**src/rtl/wdt_guard_pkg.sv**
```systemverilog
package wdt_guard_pkg;

  // Width of the prescale select field.
  localparam int unsigned SEL_W = 3;
  // Width of the watchdog counter.
  localparam int unsigned CNT_W = 8;
  // Prescaler width: large enough for the longest ratio, 2^(2^SEL_W).
  localparam int unsigned PRE_W = 2 ** SEL_W;

  typedef struct packed {
    logic trip;
    logic tmo;
    logic pwr;
  } wdt_flags_t;

  localparam wdt_flags_t FLAGS_RST = '{trip: 1'b0, tmo: 1'b1, pwr: 1'b1};

endpackage

```
**src/rtl/wdt_rst_sync.sv**
```systemverilog
module wdt_rst_sync #(
  parameter int unsigned STAGES = 2
) (
  input  logic clk,
  input  logic rst_n,
  output logic rst_sync_n
);

  logic [STAGES-1:0] chain_q;
  logic [STAGES-1:0] chain_d;

  always_comb begin
    chain_d = {chain_q[STAGES-2:0], 1'b1};
  end

  always_ff @(posedge clk or negedge rst_n) begin
    if (!rst_n) chain_q <= '0;
    else        chain_q <= chain_d;
  end

  assign rst_sync_n = chain_q[STAGES-1];

endmodule

```
**src/rtl/wdt_prescaler.sv**
```systemverilog
module wdt_prescaler
  import wdt_guard_pkg::*;
#(
  parameter int unsigned S_W = SEL_W,
  parameter int unsigned P_W = PRE_W
) (
  input  logic           clk,
  input  logic           rst_n,
  input  logic           run_i,
  input  logic           clr_i,
  input  logic [S_W-1:0] sel_i,
  output logic           tick_o
);

  logic [P_W-1:0] pre_q;
  logic [P_W-1:0] pre_d;
  logic [P_W-1:0] lim;
  logic           at_lim;

  // Terminal value 2^(sel+1)-1: bit i is set when i <= sel.
  for (genvar i = 0; i < P_W; i++) begin : g_lim
    localparam logic [S_W-1:0] IDX = S_W'(i);
    assign lim[i] = (IDX <= sel_i);
  end

  // ">=" lets a select lowered mid-period end that period at once.
  assign at_lim = (pre_q >= lim);
  assign tick_o = run_i && !clr_i && at_lim;

  always_comb begin
    if (!run_i || clr_i) pre_d = '0;
    else if (at_lim)     pre_d = '0;
    else                 pre_d = pre_q + 1'b1;
  end

  always_ff @(posedge clk or negedge rst_n) begin
    if (!rst_n) pre_q <= '0;
    else        pre_q <= pre_d;
  end

endmodule

```
**src/rtl/wdt_counter.sv**
```systemverilog
module wdt_counter
  import wdt_guard_pkg::*;
#(
  parameter int unsigned C_W = CNT_W
) (
  input  logic clk,
  input  logic rst_n,
  input  logic run_i,
  input  logic clr_i,
  input  logic tick_i,
  output logic wrap_o
);

  localparam logic [C_W-1:0] TOP = '1;

  logic [C_W-1:0] cnt_q;
  logic [C_W-1:0] cnt_d;
  logic           cnt_en;

  // The counter only changes when it is cleared or advanced.
  assign cnt_en = !run_i || clr_i || tick_i;
  assign wrap_o = run_i && !clr_i && tick_i && (cnt_q == TOP);

  always_comb begin
    if (!run_i || clr_i) cnt_d = '0;
    else                 cnt_d = cnt_q + 1'b1;
  end

  always_ff @(posedge clk or negedge rst_n) begin
    if (!rst_n)      cnt_q <= '0;
    else if (cnt_en) cnt_q <= cnt_d;
  end

endmodule

```
**src/rtl/wdt_status.sv**
```systemverilog
module wdt_status
  import wdt_guard_pkg::*;
(
  input  logic       clk,
  input  logic       rst_n,
  input  logic       clr_i,
  input  logic       nap_i,
  input  logic       wrap_i,
  output wdt_flags_t flags_o
);

  wdt_flags_t fl_q;
  wdt_flags_t fl_d;

  always_comb begin
    fl_d      = fl_q;
    fl_d.trip = wrap_i;
    // A service command has priority over both a wrap and a sleep.
    if (clr_i) begin
      fl_d.tmo = 1'b1;
      fl_d.pwr = 1'b1;
    end else begin
      if (wrap_i) fl_d.tmo = 1'b0;
      if (nap_i)  fl_d.pwr = 1'b0;
    end
  end

  always_ff @(posedge clk or negedge rst_n) begin
    if (!rst_n) fl_q <= FLAGS_RST;
    else        fl_q <= fl_d;
  end

  assign flags_o = fl_q;

endmodule

```
**src/rtl/wdt_guard.sv**
```systemverilog
module wdt_guard
  import wdt_guard_pkg::*;
(
  input  logic             clk,
  input  logic             rst_n,
  input  logic             en_i,
  input  logic             kick_i,
  input  logic             nap_i,
  input  logic [SEL_W-1:0] div_sel_i,
  output logic             trip_o,
  output logic             tmo_o,
  output logic             pwr_o
);

  logic       rst_s_n;
  logic       tick;
  logic       wrap;
  wdt_flags_t flags;

  wdt_rst_sync #(.STAGES(2)) u_rst (
    .clk       (clk),
    .rst_n     (rst_n),
    .rst_sync_n(rst_s_n)
  );

  wdt_prescaler #(.S_W(SEL_W), .P_W(PRE_W)) u_pre (
    .clk   (clk),
    .rst_n (rst_s_n),
    .run_i (en_i),
    .clr_i (kick_i),
    .sel_i (div_sel_i),
    .tick_o(tick)
  );

  wdt_counter #(.C_W(CNT_W)) u_cnt (
    .clk   (clk),
    .rst_n (rst_s_n),
    .run_i (en_i),
    .clr_i (kick_i),
    .tick_i(tick),
    .wrap_o(wrap)
  );

  wdt_status u_stat (
    .clk    (clk),
    .rst_n  (rst_s_n),
    .clr_i  (kick_i),
    .nap_i  (nap_i),
    .wrap_i (wrap),
    .flags_o(flags)
  );

  assign trip_o = flags.trip;
  assign tmo_o  = flags.tmo;
  assign pwr_o  = flags.pwr;

endmodule

```
**config.mk**
```make
export PLATFORM = sky130hd
export DESIGN_NAME = wdt_guard
export DESIGN_NICKNAME = d
export VERILOG_FILES = /design/src/rtl/wdt_guard_pkg.sv /design/src/rtl/wdt_rst_sync.sv /design/src/rtl/wdt_prescaler.sv /design/src/rtl/wdt_counter.sv /design/src/rtl/wdt_status.sv /design/src/rtl/wdt_guard.sv
export SDC_FILE = /design/constraint.sdc
export NUM_CORES = 1
export LEC_CHECK = 0
export BUFFER_PORTS_ARGS = -buffer_cell sky130_fd_sc_hd__buf_4
export CORE_ASPECT_RATIO = 1.75
export CORE_MARGIN = 4
export CORE_UTILIZATION = 40
export DETAILED_ROUTE_END_ITERATION = 10
export MAX_ROUTING_LAYER = met4
export SLEW_MARGIN = 20
export SYNTH_ARGS = -nofsm -noshare
export SYNTH_HDL_FRONTEND = slang
export SYNTH_SLANG_ARGS = --single-unit
```
**constraint.sdc**
```tcl
create_clock -name clk -period 0.8 [get_ports clk]
set_input_delay 0.08 -clock clk [delete_from_list [all_inputs] [get_ports clk]]
set_output_delay 0.08 -clock clk [all_outputs]
set_load 0.01 [all_outputs]
```
; Yosys cells after proc, flatten, opt, wreduce, memory -nomap -nowiden
; Cells that the tools add are included.
[totals]
input_bits = 8
ff_bits = 21
[classes]
n_eq_ne = 1
n_reduce_logical = 10
n_lt_le_gt_ge = 9
n_mux = 6
n_addsub = 2
[op_table]
columns = op, n
row1 = 8-bit two-way mux, 3
row2 = "8-bit by 1-bit adder with 8-bit output, second input constant", 2
row3 = "3-bit less-or-equal comparator, first input constant", 4
row4 = "8-bit == test, second input constant", 1
row5 = 8-bit greater-or-equal comparator, 1
row6 = "1-bit by 3-bit less-or-equal comparator with 1-bit output, first input constant", 2
row7 = "2-bit by 3-bit less-or-equal comparator with 1-bit output, first input constant", 2
row8 = 1-bit logical AND, 4
row9 = 2-bit nonzero test, 2
row10 = 1-bit logical NOT, 2
row11 = 1-bit logical OR, 2
row12 = 1-bit two-way mux, 2
row13 = 2-bit two-way mux, 1

; Longest topological paths before layout
; Gate-level depths: netlist of the first run.
[logic_depth]
depth_word = 7
mapped_depth = 8

; Cells and area by module
; A second synthesis of the first run with hierarchy kept.
[unflattened]
hier_cells = 110
area_unflattened_um2 = 1156.1
[by_module_without_submodules]
columns = mod, seq_area_each_um2, cells_each, n_inst, area_per_inst_um2
row1 = wdt_prescaler, 200.2, 60, 1, 598.1
row2 = wdt_counter, 200.2, 40, 1, 404.1
row3 = wdt_status, 77.6, 7, 1, 100.1
row4 = wdt_rst_sync, 50.0, 3, 1, 53.8

; Worst setup path before layout of the first run
; Ideal clock, no wire load.
[synth_timing]
path_kind = flip-flop to flip-flop
from = register u_pre.pre_q[2]
to = register u_cnt.cnt_q[7]
t_required_ps = 722
stages_incl_launch_ff = 7
slack_ps = -1215
t_arrival_ps = 1938
n_path_buf = 0
cell_sequence = dfrtp_1 -> ha_1 -> o21ai_1 -> a211o_1 -> o221a_2 -> or4_1 -> a21oi_1
[synth_between]
elab_chain_len = 3
[synth_lines]
columns = item, line
row1 = "start, declared", wdt_prescaler.sv:15  ; logic [P_W-1:0] pre_q;
row2 = "start signal, assigned", wdt_prescaler.sv:38  ; else pre_q <= pre_d;
row3 = 8-bit greater-or-equal comparator, wdt_prescaler.sv:27  ; assign at_lim = (pre_q >= lim);
row4 = 1-bit logical AND, wdt_prescaler.sv:28  ; assign tick_o = run_i && !clr_i && at_lim;
row5 = 1-bit logical OR, wdt_counter.sv:21  ; assign cnt_en = !run_i || clr_i || tick_i;
row6 = "end signal, assigned", wdt_counter.sv:31  ; else if (cnt_en) cnt_q <= cnt_d;
row7 = "end, declared", wdt_counter.sv:16  ; logic [C_W-1:0] cnt_q;
; No other way between the ends.
; A chain may end at the register's enable or synchronous reset.

; Worst setup path in the final report of the first run
[layout_timing]
from = register u_pre.pre_q[7]
to = register u_cnt.cnt_q[7]
; The elaborated chain is that of the path after synthesis.

==> metrics.txt, run 1 <==
Iter 0 DRT Violations=22; PD cells=~1200 mW/mm^2; failing checks=negative setup slack; Critical Path Sink Type=register; CTS max path bufs=2; sw power=about 0.48 mW; min Tclk post-route=between 2 and 2.5 ns; Setup crit start kind=register; DR vias=1,023; final cell count without fillers=~190; Ports=11; CTS Buf Count=3; Hold Path Class=in -> reg; routed vias/inst=between 5 and 6; status=complete, but fails checks; Netlist cell types=27; wire length on met1=about 1000 um; P_int=around 1.6 mW; share of the yosys chip area belonging to registers=48.5%; RD Place Congestion=about 0.85; Final WS setup=-1.21 ns; worst r2r src=u_pre.pre_q[7]; R2R Setup Slk=-1.21 ns; Arrival @ worst endpoint=about 2.2 ns; top post-synthesis cells by area=dfrtp_1 44%, ha_1 11%, dfstp_2 4.8%; drt pass-1 iters=4; leakage=~0.8 nW; area grow syn2layout=62.2%; Worst VDD drop=~0.0012 V; die area=about 0.0037 sq mm; vias in the first global route=1,056; Fmax achieved=between 400 and 500 MHz; initial antenna violation count=0; MaxCap Viol Count=0; switching share of power=a little under a quarter; Top Metal Used=met4; total wire length=about 2800 um; mean area per synthesized cell=about 9.8 sq um; Crit Path Class=reg -> reg; count of clock tree sinks=21; final setup fails=21; clock skew=0.000837 ns; cell area after technology mapping=approximately 0.0011 sq mm; Yosys top cell by area=dfrtp_1; placed cell count=about 180; clock share of power=between 30% and 40%; Port Buffers=10; Mapped Cells=~110; fin crit share=251%; share of post-route cells with drive strength above 1=between 40% and 50%; Final Hold Viols=0; Gate power share=between 10 and 15%; fin util=about 69%; DRC=0; number of synthesis warnings=0; Commonest cells post-synth=19 x dfrtp_1, 11 x nor2_1, 10 x ha_1; wire length of the first global-routing pass=between 4000 and 5000 um; Final nets=182; share of the synthesized area in the top cell type=a little over two fifths; CTS H-tree depth=1; flops & latches, synth=21; hpwl dp=between 2000 and 2500 um; CORE AREA=roughly 0.0026 sq mm; Worst Hold Launch=nap_i; unrepaired setup endpoints after global routing=yes; antenna viol nets, final=0; drt wl/cell=around 15 um; maximum fanout along the worst path=6; fraction of registers with async set or reset after synthesis=100%; most frequent cell after synthesis=dfrtp_1; Cell Rows=24; clk_lat worst skew=~0.26 ns; Root Driver=clkbuf_8; Synth Flop Type=dfrtp_1; worst setup path startpoint=u_pre.pre_q[7]; clock-pin slew on the worst setup and hold paths=0.07 ns; Post-synth EDFFs=0; fin area=0.00177 sq mm; met2 WL=about 1600 um; largest net degree at the start of global routing=13; Ant. Diodes=0; Reg-to-Reg End=u_cnt.cnt_q[7]; WL met3=between 60 and 70 um; register share of total power=53.4%; critical path endpoint=u_cnt.cnt_q[7]; Area after DPL=roughly 0.0015 sq mm; grt ovf=0; Die Wd=around 47 um; Final Slew Violations=0; All-Layer GR Usage=between 10% and 20%; r2r worst-path depth=6; Req. time, crit path=between 0.9 and 1 ns; Starting Density=between 40 and 50%; die height=77.0 um; TritonCTS clock tree=built
-- critical path, stage by stage, from the launching register on --
cell,delay [ns]
dfrtp_1,0.41
ha_4,0.29
nand2_4,0.05
a211o_1,0.30
o221a_4,0.30
or4_4,0.43
a21oi_2,0.15
-- state kept, by name, indices dropped and copies added (netlist names) --
name and count:
u_stat.flags_o 3, u_cnt.cnt_q 8, u_pre.pre_q 8, u_rst.chain_q 2
-- routing by layer --
| metal | GRT usage (%) | vias to the layer above |
|---|---|---|
| met2 | 29.4 | 19 |
| met5 | - | - |
| met4 | 9.70 | 0 |
| li1 | - | 497 |
| met3 | 2.11 | 11 |
| met1 | 17.9 | 496 |
-- how the worst min path moves through the flow --
stage          cells after the start                 to  slack (ns)
6_report                           3  u_stat.flags_o[0]        0.06
5_1_grt                            3  u_stat.flags_o[0]        0.07
4_1_cts                            3  u_stat.flags_o[0]        0.06
3_5_place_dp                       1   u_rst.chain_q[0]       -0.14
3_3_place_gp                       1   u_rst.chain_q[1]       -0.14
2_1_floorplan                      0   u_rst.chain_q[0]       -0.22
-- cells by family (layout without fill, tap and decap cells) --
kind of cell | after synthesis | in the layout | synth area share [%]
AOI/OAI and AO/OA | 22 | 23 | 11.8
xor gates and xnor gates | 7 | 7 | 5.63
adders and majority gates | 10 | 10 | 11.5
buffers and inverters | 6 | 56 | 2.18
DFF | 21 | 21 | 48.5
other | 1 | 2 | 0.344
and+or+nand+nor | 44 | 44 | 20.0
-- metrics by stage --
stage / hold slack (ns) / TNS (ns) / total power [mW] / setup WS [ns]
after floorplan: -0.216 / -18.56 / 1.20 / -1.15
after global placement: -0.137 / -19.43 / 1.29 / -1.17
after detailed placement: -0.135 / -20.12 / 1.30 / -1.25
after CTS: 0.0627 / -20.06 / 2.03 / -1.16
after global routing: 0.0708 / -21.00 / 2.16 / -1.27
final: 0.0616 / -19.55 / 2.04 / -1.21
-- timing repair --
action | in CTS | in global routing
pin swaps | 14 | 14
endpoints found under the hold margin | 2 | 0
hold buffers | 1 | 0
setup endpoints to repair | 21 | 21
resized for setup | 11 | 31
buffers inserted | 5 | 2
cloned | 1 | 0
-- placed cells by master, fill, tap and decap left out, types with 5 or more instances in the layout --
master	n
xor2_1	5
buf_6	8
nor2_1	5
dfrtp_1	19
a21oi_2	5
buf_4	38
ha_1	6
nand3_1	9
nand2_1	5
inv_1	5
-- area by class of cell --
class	instances	area (sq um)
fillers	195	787
multi-input cells	86	754
flip-flops and latches	21	528
repair buffers	47	385
clock buffers	3	41.3
well taps	26	32.5
inverters	5	18.8
clock inverters	1	5.00
-- power by group through the flow --
stage | clock network (mW) | logic (mW) | registers, mW
floorplan | 0 | 0.0798 | 1.12
global placement | 0 | 0.184 | 1.11
detailed placement | 0 | 0.190 | 1.11
CTS | 0.711 | 0.228 | 1.09
global route | 0.774 | 0.292 | 1.09
finish | 0.687 | 0.263 | 1.09
(Power assumes the default switching activity.)
==> inputs of run 2 (changes only) <==
CTS_CLUSTER_SIZE = 40   (was not set)
SYNTH_HIERARCHICAL = 1   (was not set)
==> run 2 against run 1 <==
- the run still ends with negative setup slack left
- clock skew is 0.0018 ns higher
- combinational power is 2% higher
- total power is 0.73% higher
- critical path type unchanged
- sequential power hardly changed
- core utilization is 7.3 points lower
- area after synthesis is 6.2% higher
- critical path depth is 3 higher
==> metrics.txt, run 2 <==
Hold Path Sink=u_stat/flags_o[0]; Ports=11 (unchanged); die area=0.00385 sq mm (+5.3%); clock-pin slew on the worst setup and hold paths=0.08 ns (about the same); grt ovf=0 (unchanged); number of synthesis warnings=6 (+6); top post-synthesis cells by area=dfrtp_1 41%, ha_1 11%, xor2_1 5.3%; Die Wd=48.6 um (+2.5%); total wire length=2610 um (-8.1%); Worst VDD drop=0.00128 V (+9.6%); CTS Buf Count=3 (unchanged); count of clock tree sinks=21 (unchanged); flops & latches, synth=21 (unchanged); drt wl/cell=14.2 um (-5.1%); Starting Density=42.0% (-0.65 points); Final WS setup=-1.34 ns (-0.136 ns); Root Driver=clkbuf_8; All-Layer GR Usage=15.1% (-2.3 points); Fin Hold WS=0.0700 ns (+0.00836 ns); area of the multi-input gates=711 sq um (-5.8%); clk_lat worst skew=0.26 ns (about the same); share of post-route cells with drive strength above 1=45.5% (-4.2 points); CORE AREA=0.00275 sq mm (+7.8%); antenna viol nets, final=0 (unchanged); Ant. Diodes=0 (unchanged); Synth Flop Type=dfrtp_1; fin util=61.9% (-7.3 points); unrepaired setup endpoints after global routing=yes; commonest cells after routing, fill and taps aside=36 x buf_4, 18 x dfrtp_1, 13 x nor2_1, 9 x ha_1, 7 x xor2_1; wire length of the first global-routing pass=4490 um (-0.75%); R2R Setup Slk=-1.34 ns (-0.14 ns); Final Hold Viols=0 (unchanged); Final nets=175 (-3.8%); worst r2r src=u_pre/pre_q[3]; die height=79.1 um (+2.7%); PD cells=1210 mW/mm^2 (+4.4%); Hold Path Class=in -> reg; Req. time, crit path=1.00 ns (+0.02 ns); Port Buffers=10 (unchanged); DR vias=957 (-6.5%); MaxCap Viol Count=0 (unchanged); Cell Rows=25 (+4.2%); share of the yosys chip area belonging to registers=45.7% (-2.8 points); RD Place Congestion=0.881 (+3.3%); Mapped Nets=128; fin crit share=268% (+17 points); final setup fails=21 (unchanged); most frequent cell after synthesis=dfrtp_1; failing checks=negative setup slack; cell area after technology mapping=0.00116 sq mm (+6.2%); Reg-to-Reg End=u_cnt/cnt_q[5]; Setup crit start kind=register; Worst Hold Depth=3 (unchanged); TritonCTS clock tree=built; largest net degree at the start of global routing=20 (+7); Worst Hold Launch=nap_i; fraction of registers with async set or reset after synthesis=100% (unchanged); mean area per synthesized cell=10.5 sq um (+7.2%); clock skew=0.00261 ns (+0.00177 ns); CTS max path bufs=2 (unchanged); initial antenna violation count=0 (unchanged); sequential cell area=529 sq um (+0.24%); Arrival @ worst endpoint=2.34 ns (+0.15 ns); # fillers=247 (+27%); Post-synth EDFFs=0 (unchanged); Critical Path Sink Type=register; share of the synthesized area in the top cell type=41.1% (-2.6 points); min Tclk post-route=2.14 ns (+0.136 ns); maximum fanout along the worst path=4 (-2); Mapped Cells=110 (-0.90%); status=complete, but fails checks; Commonest cells post-synth=19 x dfrtp_1, 14 x nor2_1, 10 x ha_1; CTS H-tree depth=1 (unchanged); Netlist cell types=29 (+7.4%); Final Slew Violations=0 (unchanged); Crit Path Class=reg -> reg; vias in the first global route=1,090 (+3.2%); Iter 0 DRT Violations=23 (+4.5%); leading cell type in the layout, fill and taps excluded=buf_4; area grow syn2layout=47.3%; hpwl dp=1960 um (-2.1%); DRC=0 (unchanged); Yosys top cell by area=dfrtp_1; Fmax achieved=467 MHz (-6.3%); drt pass-1 iters=5 (+1); r2r worst-path depth=9 (+3); routed vias/inst=5.23 (-3.4%); leakage=0.824 nW (+3.9%)
==> run 2: cell types whose count changed after synthesis, moves of 2 or more <==
cell and delta:
a21o_1 +3, a21oi_1 -3, nand2_1 -3, nor2_1 +3
o21ai_0 -3, xor2_1 +2
==> run 2: stage by stage <==
stage / setup WS (ns) / instances / area [sq um] / TNS (ns) / total power, mW
2_1_floorplan: -1.36 / 110 / 1170 / -17.24 / 1.22
3_3_place_gp: -1.37 / 175 / 1510 / -20.91 / 1.33
3_5_place_dp: -1.41 / 175 / 1510 / -21.28 / 1.34
4_1_cts: -1.37 / 184 / 1660 / -20.51 / 2.08
5_1_grt: -1.44 / 183 / 1700 / -21.95 / 2.15
6_report: -1.34 / 183 / 1700 / -19.99 / 2.05
==> run 2: final cells by class <==
class | instances | share of cell area [%]
clock inverters | 1 | 0.294
well taps | 27 | 1.98
inverters | 4 | 0.882
multi-input cells | 83 | 41.7
flip-flops and latches | 21 | 31.1
clock buffers | 3 | 2.42
repair buffers | 44 | 21.6
==> run 2: worst max-delay path, cell delays in order, from the launching register on <==
cell     delay, ns
dfrtp_1       0.40
ha_1          0.29
o21a_1        0.11
nor2_1        0.05
or3_4         0.40
a21oi_2       0.14
buf_6         0.13
nand4_4       0.08
or3_4         0.34
a21oi_2       0.13
==> run 2: where the power goes <==
group	leakage (nW)	switching [mW]	internal [mW]
Sequential	0.279	0.00787	1.08
Combinational	0.519	0.123	0.146
Clock	0.0255	0.353	0.347
==> run 2: kinds of logic (layout without fill, tap and decap cells) <==
group | count (synthesis) | in the layout | share of synthesized area [%]
compound gates | 18 | 18 | 12.1
xor+xnor | 10 | 10 | 7.58
fa+ha+maj | 10 | 10 | 10.8
buf+inv | 6 | 52 | 2.27
flops | 21 | 21 | 45.7
mux | 1 | 1 | 0.866
other cells | 2 | 2 | 0.650
simple gates | 42 | 42 | 20.0
==> run 2: metal layers <==
metal | GRT usage [%] | up-vias | routed length (um)
met5 | - | - | 0
met4 | 7.28 | 0 | 59
met3 | 1.88 | 8 | 45
met2 | 29.2 | 14 | 1580
met1 | 14.2 | 464 | 918
li1 | - | 471 | -
==> run 2: worst max path at each step <==
stage,from,endpoint,slack [ns],depth (start not counted)
finish,u_pre/pre_q[3],u_cnt/cnt_q[5],-1.34,9
global route,u_pre/pre_q[0],u_cnt/cnt_q[5],-1.44,10
CTS,u_pre/pre_q[6],u_cnt/cnt_q[5],-1.37,9
detailed placement,u_pre/pre_q[6],u_cnt/cnt_q[6],-1.41,9
global placement,u_pre/pre_q[6],u_cnt/cnt_q[5],-1.37,9
floorplan,u_pre/pre_q[7],u_cnt/cnt_q[5],-1.36,9
==> run 2: repair_timing <==
action                     in CTS  in global routing
pin swaps                      23                  6
gates resized for setup        13                 13
hold endpoints to repair        2                  0
setup endpoints to repair      21                 21
buffers inserted                5                  0
hold buffers                    1                  0
==> inputs of run 3 (changes only) <==
CORE_MARGIN = 5   (was 4)
PLACE_DENSITY = 0.58   (was not set)
==> run 3 against run 2 <==
- the flow still finishes with violations (negative setup slack)
- worst hold slack better by 0.0059 ns
- non-clock buffer count up 1
- fmax down 3.1%
- critical endpoint is now u_cnt/cnt_q[6]
- total power down 0.79%
- clock power down 3.0%
- core utilization up 0.68 points
- count of clock-buffer cells in the layout unchanged
- critical path type unchanged
- clock skew up 0.0017 ns
==> metrics.txt, run 3 (synthesis results as in run 2) <==
wire length of the first global-routing pass=4400 um (-2.0%); R2R Setup Slk=-1.41 ns (-0.07 ns); Worst Hold Depth=3 (unchanged); Crit-path slowest cell=dfrtp_1; largest net degree at the start of global routing=13 (-35%); leading cell type in the layout, fill and taps excluded=buf_4; commonest cells after routing, fill and taps aside=37 x buf_4, 18 x dfrtp_1, 13 x nor2_1, 8 x ha_1; All-Layer GR Usage=14.4% (-0.73 points); failing checks=negative setup slack; clock-pin slew on the worst setup and hold paths=0.08 ns (about the same); DRC=0 (unchanged); Final Hold Viols=0 (unchanged); hpwl dp=2000 um (+2.1%); Ports=11 (unchanged); Fmax achieved=453 MHz (-3.1%); fin util=62.5% (+0.68 points); Hold Path Class=in -> reg; clk_lat worst skew=0.26 ns (about the same); Worst VDD drop=0.00103 V (-19%); antenna viol nets, final=0 (unchanged); Port Buffers=10 (unchanged); Fin Hold WS=0.0759 ns (+0.00589 ns); drt wl/cell=14.1 um (-0.62%); initial antenna violation count=0 (unchanged); worst setup path startpoint=u_pre/pre_q[7]; drt pass-1 iters=2 (-3); routed vias/inst=5.09 (-2.6%); Crit Path Class=reg -> reg; CORE AREA=0.00275 sq mm (unchanged); PD cells=1180 mW/mm^2 (-1.9%); clock skew=0.00434 ns (+0.00173 ns); critical-path cell list=ha_4 -> and2_4 -> nand3_2 -> or3_4 -> a21oi_4 -> nand3_4 -> or3_4 -> a21oi_2; grt ovf=0 (unchanged); min Tclk post-route=2.21 ns (+0.0680 ns); MaxCap Viol Count=0 (unchanged); CTS Buf Count=3 (unchanged); CP dominant cell by count=or3_4; Cell Rows=25 (unchanged); area grow syn2layout=48.9%; final setup fails=21 (unchanged); total wire length=2600 um (about the same); leakage=0.841 nW (+2.0%); vias in the first global route=1,046 (-4.0%); Iter 0 DRT Violations=17 (-26%); fin crit share=276% (+8.5 points); critical path endpoint=u_cnt/cnt_q[6]; r2r worst-path depth=8 (-1); Starting Density=42.0% (unchanged); Design Power=2.04 mW (-0.79%); count of clock tree sinks=21 (unchanged); die area=0.00411 sq mm (+6.7%); RD Place Congestion=0.839 (-4.8%); Req. time, crit path=0.99 ns (about the same); DR vias=937 (-2.1%); Arrival @ worst endpoint=2.40 ns (+0.06 ns); CTS H-tree depth=1 (unchanged); Die Wd=50.6 um (+4.1%); unrepaired setup endpoints after global routing=yes; worst r2r src=u_pre/pre_q[7]; Ant. Diodes=0 (unchanged); Final Slew Violations=0 (unchanged); Final WS setup=-1.41 ns (-0.0680 ns); die height=81.1 um (+2.5%); Final nets=176 (+0.57%); status=complete, but fails checks; maximum fanout along the worst path=3 (-1); Setup crit start kind=register; TritonCTS clock tree=built; share of post-route cells with drive strength above 1=45.9% (+0.35 points); Root Driver=clkbuf_8; Critical Path Max Stage Delay=0.43 ns (+0.03 ns); Reg-to-Reg End=u_cnt/cnt_q[6]; CTS max path bufs=2 (unchanged); Critical Path Sink Type=register
[run 3: report_power, final]
part | total, mW | internal, mW | switching (mW) | leakage (nW)
logic | 0.275 | 0.148 | 0.126 | 0.536
clock network | 0.679 | 0.346 | 0.333 | 0.0255
registers | 1.08 | 1.08 | 0.00658 | 0.279
[run 3: final cells by class]
cell class / instances / area, sq um
timing repair buffer: 45 / 367
tap: 27 / 33.8
clock buffer: 3 / 41.3
fill: 230 / 1030
multi-input combinational: 83 / 731
clock inverter: 1 / 5.00
inverter: 4 / 15.0
sequential: 21 / 529
[run 3: worst min-delay path by stage]
stage,start,to,slack (ns)
after floorplan,rst_n,u_rst/chain_q[0],-0.22
after global placement,rst_n,u_rst/chain_q[1],-0.14
after detailed placement,rst_n,u_rst/chain_q[0],-0.14
after CTS,nap_i,u_stat/flags_o[0],0.07
after global routing,nap_i,u_stat/flags_o[0],0.06
final,nap_i,u_stat/flags_o[0],0.08
[run 3: worst max-delay path: cells and delay by family, from the launching register on]
| family | cells | cell delay, ns |
|---|---|---|
| AO/OA/AOI/OAI | 2 | 0.38 |
| flip-flops | 1 | 0.43 |
| adder cells (fa/ha/maj) | 1 | 0.29 |
| AND/OR/NAND/NOR | 5 | 1.04 |
[run 3: routing by layer]
layer	global-route usage, %	vias up	wire (um)
li1	-	474	-
met5	-	-	0
met3	2.20	2	45
met2	28.7	5	1550
met4	4.60	0	22
met1	13.2	456	987
[run 3: per-stage QoR]
step                      area, sq um  setup TNS [ns]  instances  setup slack [ns]
after floorplan                  1170          -17.24        110             -1.36
after global placement           1490          -20.93        174             -1.36
after detailed placement         1490          -21.67        174             -1.45
after CTS                        1650          -20.82        180             -1.38
after global routing             1720          -22.00        184             -1.47
final                            1720          -20.72        184             -1.41
[run 3: timing repair]
| action | in CTS | in global routing |
|---|---|---|
| hold endpoints to repair | 2 | 0 |
| setup buffers | 2 | 5 |
| gates resized for setup | 17 | 11 |
| pin swaps | 14 | 14 |
| hold buffers | 1 | 0 |
| endpoints found under the setup margin | 21 | 21 |
| cloned | 0 | 0 |
